[src/rtl/isr_pkg.sv]
package isr_pkg;
  localparam int REG_ADDR_W = 2;

  typedef enum logic [REG_ADDR_W-1:0] {
    RA_RAW    = 2'd0,
    RA_MASKED = 2'd1,
    RA_EN_SET = 2'd2,
    RA_EN_CLR = 2'd3
  } reg_sel_e;
endpackage

[src/rtl/isr_status_bits.sv]
module isr_status_bits #(
  parameter int              N_BITS     = 8,
  parameter logic [N_BITS-1:0] EVENT_MASK = 8'h0F
) (
  input  logic              clk,
  input  logic              rst,
  input  logic [N_BITS-1:0] evt_pulse,
  input  logic [N_BITS-1:0] lvl_cond,
  input  logic              clr_stb,
  input  logic [N_BITS-1:0] clr_bits,
  output logic [N_BITS-1:0] raw_o
);
  for (genvar i = 0; i < N_BITS; i++) begin : g_bit
    if (EVENT_MASK[i]) begin : g_event
      logic hold_q;
      logic wipe;
      assign wipe = clr_stb & clr_bits[i];
      // a pulse arriving with a clear keeps the bit set
      always_ff @(posedge clk) begin
        if (rst) hold_q <= 1'b0;
        else     hold_q <= evt_pulse[i] | (hold_q & ~wipe);
      end
      assign raw_o[i] = hold_q;
    end else begin : g_level
      assign raw_o[i] = lvl_cond[i];
    end
  end
endmodule

[src/rtl/isr_enable_mask.sv]
module isr_enable_mask #(
  parameter int N_BITS = 8
) (
  input  logic              clk,
  input  logic              rst,
  input  logic              set_stb,
  input  logic              clr_stb,
  input  logic [N_BITS-1:0] bits,
  output logic [N_BITS-1:0] en_o
);
  logic [N_BITS-1:0] en_q;
  logic [N_BITS-1:0] set_v;
  logic [N_BITS-1:0] clr_v;

  assign set_v = set_stb ? bits : '0;
  assign clr_v = clr_stb ? bits : '0;

  always_ff @(posedge clk) begin
    if (rst) en_q <= '0;
    else     en_q <= (en_q | set_v) & ~clr_v;
  end

  assign en_o = en_q;
endmodule

[src/rtl/isr_read_port.sv]
module isr_read_port #(
  parameter int N_BITS = 8
) (
  input  logic                 clk,
  input  logic                 rst,
  input  isr_pkg::reg_sel_e    sel,
  input  logic [N_BITS-1:0]    raw,
  input  logic [N_BITS-1:0]    masked,
  input  logic [N_BITS-1:0]    en,
  output logic [N_BITS-1:0]    rdata
);
  import isr_pkg::*;
  logic [N_BITS-1:0] mux_v;

  always_comb begin
    unique case (sel)
      RA_RAW:    mux_v = raw;
      RA_MASKED: mux_v = masked;
      default:   mux_v = en;
    endcase
  end

  always_ff @(posedge clk) begin
    if (rst) rdata <= '0;
    else     rdata <= mux_v;
  end
endmodule

[src/rtl/isr_bank.sv]
module isr_bank #(
  parameter int                N_BITS     = 8,
  parameter logic [N_BITS-1:0] EVENT_MASK = 8'h0F
) (
  input  logic                          clk,
  input  logic                          rst,
  input  logic [N_BITS-1:0]             evt_pulse,
  input  logic [N_BITS-1:0]             lvl_cond,
  input  logic [isr_pkg::REG_ADDR_W-1:0] reg_addr,
  input  logic [N_BITS-1:0]             reg_wdata,
  input  logic                          reg_wr,
  output logic [N_BITS-1:0]             reg_rdata,
  output logic                          irq
);
  import isr_pkg::*;

  reg_sel_e          sel;
  logic [N_BITS-1:0] raw_vec;
  logic [N_BITS-1:0] en_vec;
  logic [N_BITS-1:0] masked_vec;
  logic              wr_raw;
  logic              wr_set;
  logic              wr_clr;

  assign sel    = reg_sel_e'(reg_addr);
  assign wr_raw = reg_wr && (sel == RA_RAW);
  assign wr_set = reg_wr && (sel == RA_EN_SET);
  assign wr_clr = reg_wr && (sel == RA_EN_CLR);

  isr_status_bits #(.N_BITS(N_BITS), .EVENT_MASK(EVENT_MASK)) u_status (
    .clk      (clk),
    .rst      (rst),
    .evt_pulse(evt_pulse),
    .lvl_cond (lvl_cond),
    .clr_stb  (wr_raw),
    .clr_bits (reg_wdata),
    .raw_o    (raw_vec)
  );

  isr_enable_mask #(.N_BITS(N_BITS)) u_enable (
    .clk    (clk),
    .rst    (rst),
    .set_stb(wr_set),
    .clr_stb(wr_clr),
    .bits   (reg_wdata),
    .en_o   (en_vec)
  );

  assign masked_vec = raw_vec & en_vec;

  isr_read_port #(.N_BITS(N_BITS)) u_read (
    .clk   (clk),
    .rst   (rst),
    .sel   (sel),
    .raw   (raw_vec),
    .masked(masked_vec),
    .en    (en_vec),
    .rdata (reg_rdata)
  );

  always_ff @(posedge clk) begin
    if (rst) irq <= 1'b0;
    else     irq <= |masked_vec;
  end
endmodule

[config.mk]
export PLATFORM = sky130hd
export DESIGN_NAME = isr_bank
export DESIGN_NICKNAME = d
export VERILOG_FILES = /design/src/rtl/isr_pkg.sv /design/src/rtl/isr_status_bits.sv /design/src/rtl/isr_enable_mask.sv /design/src/rtl/isr_read_port.sv /design/src/rtl/isr_bank.sv
export SDC_FILE = /design/constraint.sdc
export NUM_CORES = 1
export LEC_CHECK = 0
export ABC_AREA = 1
export BUFFER_PORTS_ARGS = -buffer_cell sky130_fd_sc_hd__buf_4
export CORE_MARGIN = 10
export CORE_UTILIZATION = 35
export CTS_CLUSTER_DIAMETER = 40
export DETAILED_ROUTE_END_ITERATION = 6
export PLACE_DENSITY = 0.6
export SETUP_SLACK_MARGIN = 0.5
export SLEW_MARGIN = 20
export SYNTH_ARGS = -nofsm -noshare
export SYNTH_HDL_FRONTEND = slang
export SYNTH_SLANG_ARGS = --single-unit
[constraint.sdc]
create_clock -name clk -period 1.02 [get_ports clk]
set_input_delay 0.051 -clock clk [delete_from_list [all_inputs] [get_ports clk]]
set_output_delay 0.051 -clock clk [all_outputs]
set_load 0.05 [all_outputs]
# Word level (Yosys, flattened, before mapping)
# Index checks and enable logic that the tools add are counted.
# word_totals
reg_bits	21
latch_bits	0
ram_bits	0
mem_bits_ro	0
inputBits	29
out_inout_bits	9
n_memories	0
# classes
add_sub_neg	0
multipliers	0
div_mod_pow	0
magnitude_cmp	0
eq_ne	3
shifts	0
muxes	3
n_bitwise	20
n_reduce_logical	5
# ops
cell	count
8-bit AND	2
8-bit two-way mux	2
8-bit one-hot mux with 2 select lines	1
1-bit AND	8
8-bit inverter	1
8-bit OR	1
8-bit OR reduction	1
2-bit equality test, second input constant	2
1-bit inverter	4
1-bit OR	4
1-bit logical AND	3
2-bit by 1-bit equality test with 1-bit output, second input constant	1
2-bit zero test	1

# Depth between registers and ports, before layout
# logic_depth
ltp_word	6
mapped_depth	6
mapped_depth_nobuf	4

# Hierarchy
# A second synthesis with hierarchy kept.
# hier_totals
hier_cells	162
area_unflattened_um2	1067.3
# by_module_without_submodules
module	n_inst	cells_each	area_per_inst_um2	seq_area_each_um2
isr_read_port	1	61	409.1	160.2
isr_enable_mask	1	43	317.8	160.2
isr_status_bits	1	28	209.0	80.1
isr_bank	1	30	131.4	20.0

# Worst setup path before layout
# No wires, ideal clock.
# synth_path
path_type	register to register
startpoint	register u_enable.en_q[0], in the netlist u_enable.en_o[0]
endpoint	register irq
t_arrival_ns	0.538
required_time_ns	0.903
slack_ns	0.364
path_stages_with_launch	5
period_less_slack_ns	0.656
path_cell_list	dfxtp_1 nand2_1 nand2_1 nor2_1 a21oi_1
# synth_between
elab_chain_cells	2
# synth_lines
element	line_no	rtl
from (decl)	isr_enable_mask.sv:11	logic [N_BITS-1:0] en_q;
from (signal assigned)	isr_enable_mask.sv:20	else en_q <= (en_q | set_v) & ~clr_v;
8-bit AND	isr_bank.sv:49	assign masked_vec = raw_vec & en_vec;
8-bit OR reduction	isr_bank.sv:63	else irq <= |masked_vec;
to (signal assigned)	isr_bank.sv:63	
to (decl)	isr_bank.sv:13	output logic irq
# No other way between the ends.
# A chain may end at the register's enable or synchronous reset.

# Worst setup path after layout
# layout_path
startpoint	register irq
endpoint	output port irq
# No word-level cell between the ends.

==> run_results.csv <==
group,metric,value,unit
status,failed_checks,"hold timing",
setup_path,crit_type,"flop to output pin",
cts,clk_sinks,21,
timing,setup_tns,0,ns
setup_path,worst_ep_required_time,0.97,ns
synth,netlist_top_cells_count,"sky130_fd_sc_hd__dfxtp_1, sky130_fd_sc_hd__inv_1, sky130_fd_sc_hd__nor2_1",
floorplan,initial_utilization,36.8,%
synth,synthFlopType,"sky130_fd_sc_hd__dfxtp_1",
routing,postRouteWirelength,2.34,mm
setup_path,worst_setup_path_end_kind,"output pin",
setup_path,r2r_cells,4,
setup_path,critical_path.max_fanout,1,
routing,first_iteration_detailed_routing_drc_count,27,
cts,tritoncts_clock_tree,"built",
routing,post_drt_wl_per_cell,12.2,um
global_route,grt_start_max_net_pins,17,
timing,final_min_period_over_clock_period,82.4,%
synth,synth_warnings,0,
timing,worstMarginPinSlew,0.266,ns
placement,place.port_buffers,29,
setup_path,timing.critical_path.depth,1,
power_and_ir_drop,ir_drop,0.000679,V
routing,via_per_inst,4.89,
min_path,hold_path_class,"input pin to flop",
setup_path,worst_path_largest_cell_delay,0.35,ns
synth,synth.cell_area,920,um2
setup_path,minimum_setup_slack_among_reg_to_reg_paths,0.25,ns
global_route,number_of_antenna_violations_at_the_first_check_in_global_routing,0,
global_route,grt.overflow.total,0,
cts,cts.clk_slew.worst_paths,0.12,ns
cts,root_buffer_master,"sky130_fd_sc_hd__clkbuf_4",
synth,netlist_instances,125,
timing,skew,0.00265,ns
synth,net_count_of_the_mapped_netlist,154,
placement,gp_congestion,0.766,
floorplan,die-height,71.3,um
setup_path,worst-endpoint-arrival,0.79,ns
setup_path,crit_path_start,"irq$_SDFF_PP0_",
cells_and_area,areaGrowthSynthToFinish,52.8,%
placement,place_hpwl,1.66,mm
cells_and_area,final-instance-count-excl-fill,192,
setup_path,critical-path-top-delay-family,"flip-flops",
timing,grt_setup_unrepaired,"true",
timing,final-max-slew-violation-count,0,
timing,slew-limit-headroom,82.3,%
setup_path,rr_startpoint,"u_enable.en_o[0]$_SDFF_PP0_",
flow_run,max_cap_violations,0,
timing,finalCriticalPeriod,0.840,ns
cells_and_area,fin_nets,192,
synth,share_of_flip_flops_with_an_asynchronous_set_or_reset_after_synthesis,0,%
timing,max_freq,1190,MHz
timing,finalHoldViolCount,5,
setup_path,cp_cell_sequence,"buf_8",
timing,setup_viol,0,
synth,avgSynthCellArea,7.36,um2
routing,antenna_violating_nets_post_route,0,
synth,synth_seq_cells,21,
cts,htreeDepth,1,
cells_and_area,insertedDiodeCount,0,
synth,seq_area_frac_synth,45.7,%
routing,detail_route.drc_violations,0,
cells_and_area,post_route_cells_drive_above_1_share,56.2,%
setup_path,worst_r2r_dst,"irq$_SDFF_PP0_",
setup_path,cp-start-kind,"flop",
floorplan,core-area,2500,um2
floorplan,floorplan.die.width,71.3,um
synth,yosys-top-cells-area,"sky130_fd_sc_hd__dfxtp_1, sky130_fd_sc_hd__o21ai_0, sky130_fd_sc_hd__inv_1, sky130_fd_sc_hd__nor2_1, sky130_fd_sc_hd__a21oi_1",
placement,place.detailed.instances,181,
floorplan,fp.dieArea,5080,um2
cts,clock_latency,0.30,ns
timing,finalHoldWorstSlack,-0.0446,ns
synth,count_of_flip_flops_with_a_built_in_enable_after_synthesis,0,
synth,synth_largest_area_cell,"sky130_fd_sc_hd__dfxtp_1",
setup_path,critPathCapture,"irq",
global_route,grt_pass1_wl,3.80,mm
cts,numCtsBuffers,3,
cts,cts_max_path_buffers,2,
status,result_of_the_run,"finished with violations",
floorplan,rows,18,
power_and_ir_drop,powerDensity,1190,nW/um2
setup_path,cp_num_buf_inv,1,
global_route,global_route.usage.total,8.85,%
power_and_ir_drop,total_leakage_power,0.614,nW
synth,ys_types,14,
global_route,number_of_global_route_vias_before_repair,924,
floorplan,ioPinCount,38,
routing,drt-pass1-iter-count,4,
synth,yosys.area.top_type_share,45.7,%
setup_path,slowest_stage,"sky130_fd_sc_hd__dfxtp_2",
routing,route.vias.total,938,
-- cell type report --
cell class                 instances  area, um2
tap                               30       37.5
timing repair buffer              38        364
fill                             237       1090
inverter                          22       82.6
sequential                        21        447
clock buffer                       4       26.3
multi-input combinational         77        448
-- sequential cells by signal (all words and copies together), names as in the netlist --
register and count:
u_enable.en_o 8, u_read.rdata 8, u_status.g_bit.g_event.hold_q 4, irq 1
-- report_power, final --
group	total [W]	switching, W	internal (W)	leakage (nW)
registers	0.000896	0.0000279	0.000868	0.180
logic	0.000378	0.000206	0.000172	0.419
clock network	0.000400	0.000248	0.000152	0.0150
-- cells in the final DEF, fill, tap and decap left out --
cell type,count
sky130_fd_sc_hd__o21ai_1,16
sky130_fd_sc_hd__a21oi_1,2
sky130_fd_sc_hd__clkbuf_1,1
sky130_fd_sc_hd__nor2_2,6
sky130_fd_sc_hd__clkbuf_4,3
sky130_fd_sc_hd__inv_2,5
sky130_fd_sc_hd__a21oi_2,11
sky130_fd_sc_hd__nand4_1,8
sky130_fd_sc_hd__buf_4,26
sky130_fd_sc_hd__nand3_2,3
sky130_fd_sc_hd__dfxtp_2,21
sky130_fd_sc_hd__nand3_1,2
sky130_fd_sc_hd__inv_1,17
sky130_fd_sc_hd__nor2_1,10
sky130_fd_sc_hd__nand2_1,15
sky130_fd_sc_hd__buf_6,3
sky130_fd_sc_hd__buf_8,9
sky130_fd_sc_hd__nand2_2,1
sky130_fd_sc_hd__nor2_4,3
-- stage by stage --
| stage | total power [W] | utilization [%] | instance area (um2) | hold slack [ns] | worst slack (ns) |
|---|---|---|---|---|---|
| 2_1_floorplan | 0.00109 | - | 937 | 0.120 | 0.368 |
| 6_report | 0.00167 | 56.2 | 1410 | -0.0446 | 0.180 |
| 5_1_grt | 0.00177 | 56.2 | 1410 | -0.0510 | 0.135 |
| 4_1_cts | 0.00164 | 51.9 | 1300 | -0.0608 | 0.167 |
| 3_3_place_gp | 0.00120 | 46.3 | 1160 | 0.277 | 0.199 |
| 3_5_place_dp | 0.00120 | 46.3 | 1160 | 0.279 | 0.200 |
-- metal layers --
metal	share of wire (%)	wire (um)	vias up	GRT usage [%]
met5	0	0	-	0
met4	0.51	12	0	3.87
met3	4.3	101	2	2.48
met2	49	1140	16	14.3
met1	46	1080	443	10.6
li1	-	-	477	-
-- worst min-delay path by stage --
| stage | from | endpoint | slack, ns | cells past startpoint |
|---|---|---|---|---|
| finish | rst | u_status.g_bit[0].g_event.hold_q$_SDFF_PP0_ | -0.04 | 2 |
| global route | rst | u_status.g_bit[0].g_event.hold_q$_SDFF_PP0_ | -0.05 | 2 |
| CTS | rst | u_status.g_bit[0].g_event.hold_q$_SDFF_PP0_ | -0.06 | 2 |
| detailed placement | rst | u_status.g_bit[1].g_event.hold_q$_SDFF_PP0_ | 0.28 | 2 |
| global placement | rst | u_status.g_bit[1].g_event.hold_q$_SDFF_PP0_ | 0.28 | 2 |
| floorplan | rst | irq$_SDFF_PP0_ | 0.12 | 1 |
-- cells by family after synthesis --
| logic type | synth area share (%) |
|---|---|
| and+or+nand+nor | 24.9 |
| AOI/OAI and AO/OA | 15.8 |
| buffers and inverters | 13.6 |
| DFF | 45.7 |
-- timing repair --
action	4_1_cts	5_1_grt
gates resized for setup	37	25
endpoints found under the hold margin	7	5
endpoints found under the setup margin	30	30
pin swaps	7	12
setup buffers	3	4
Power figures use the tool's default switching activity.
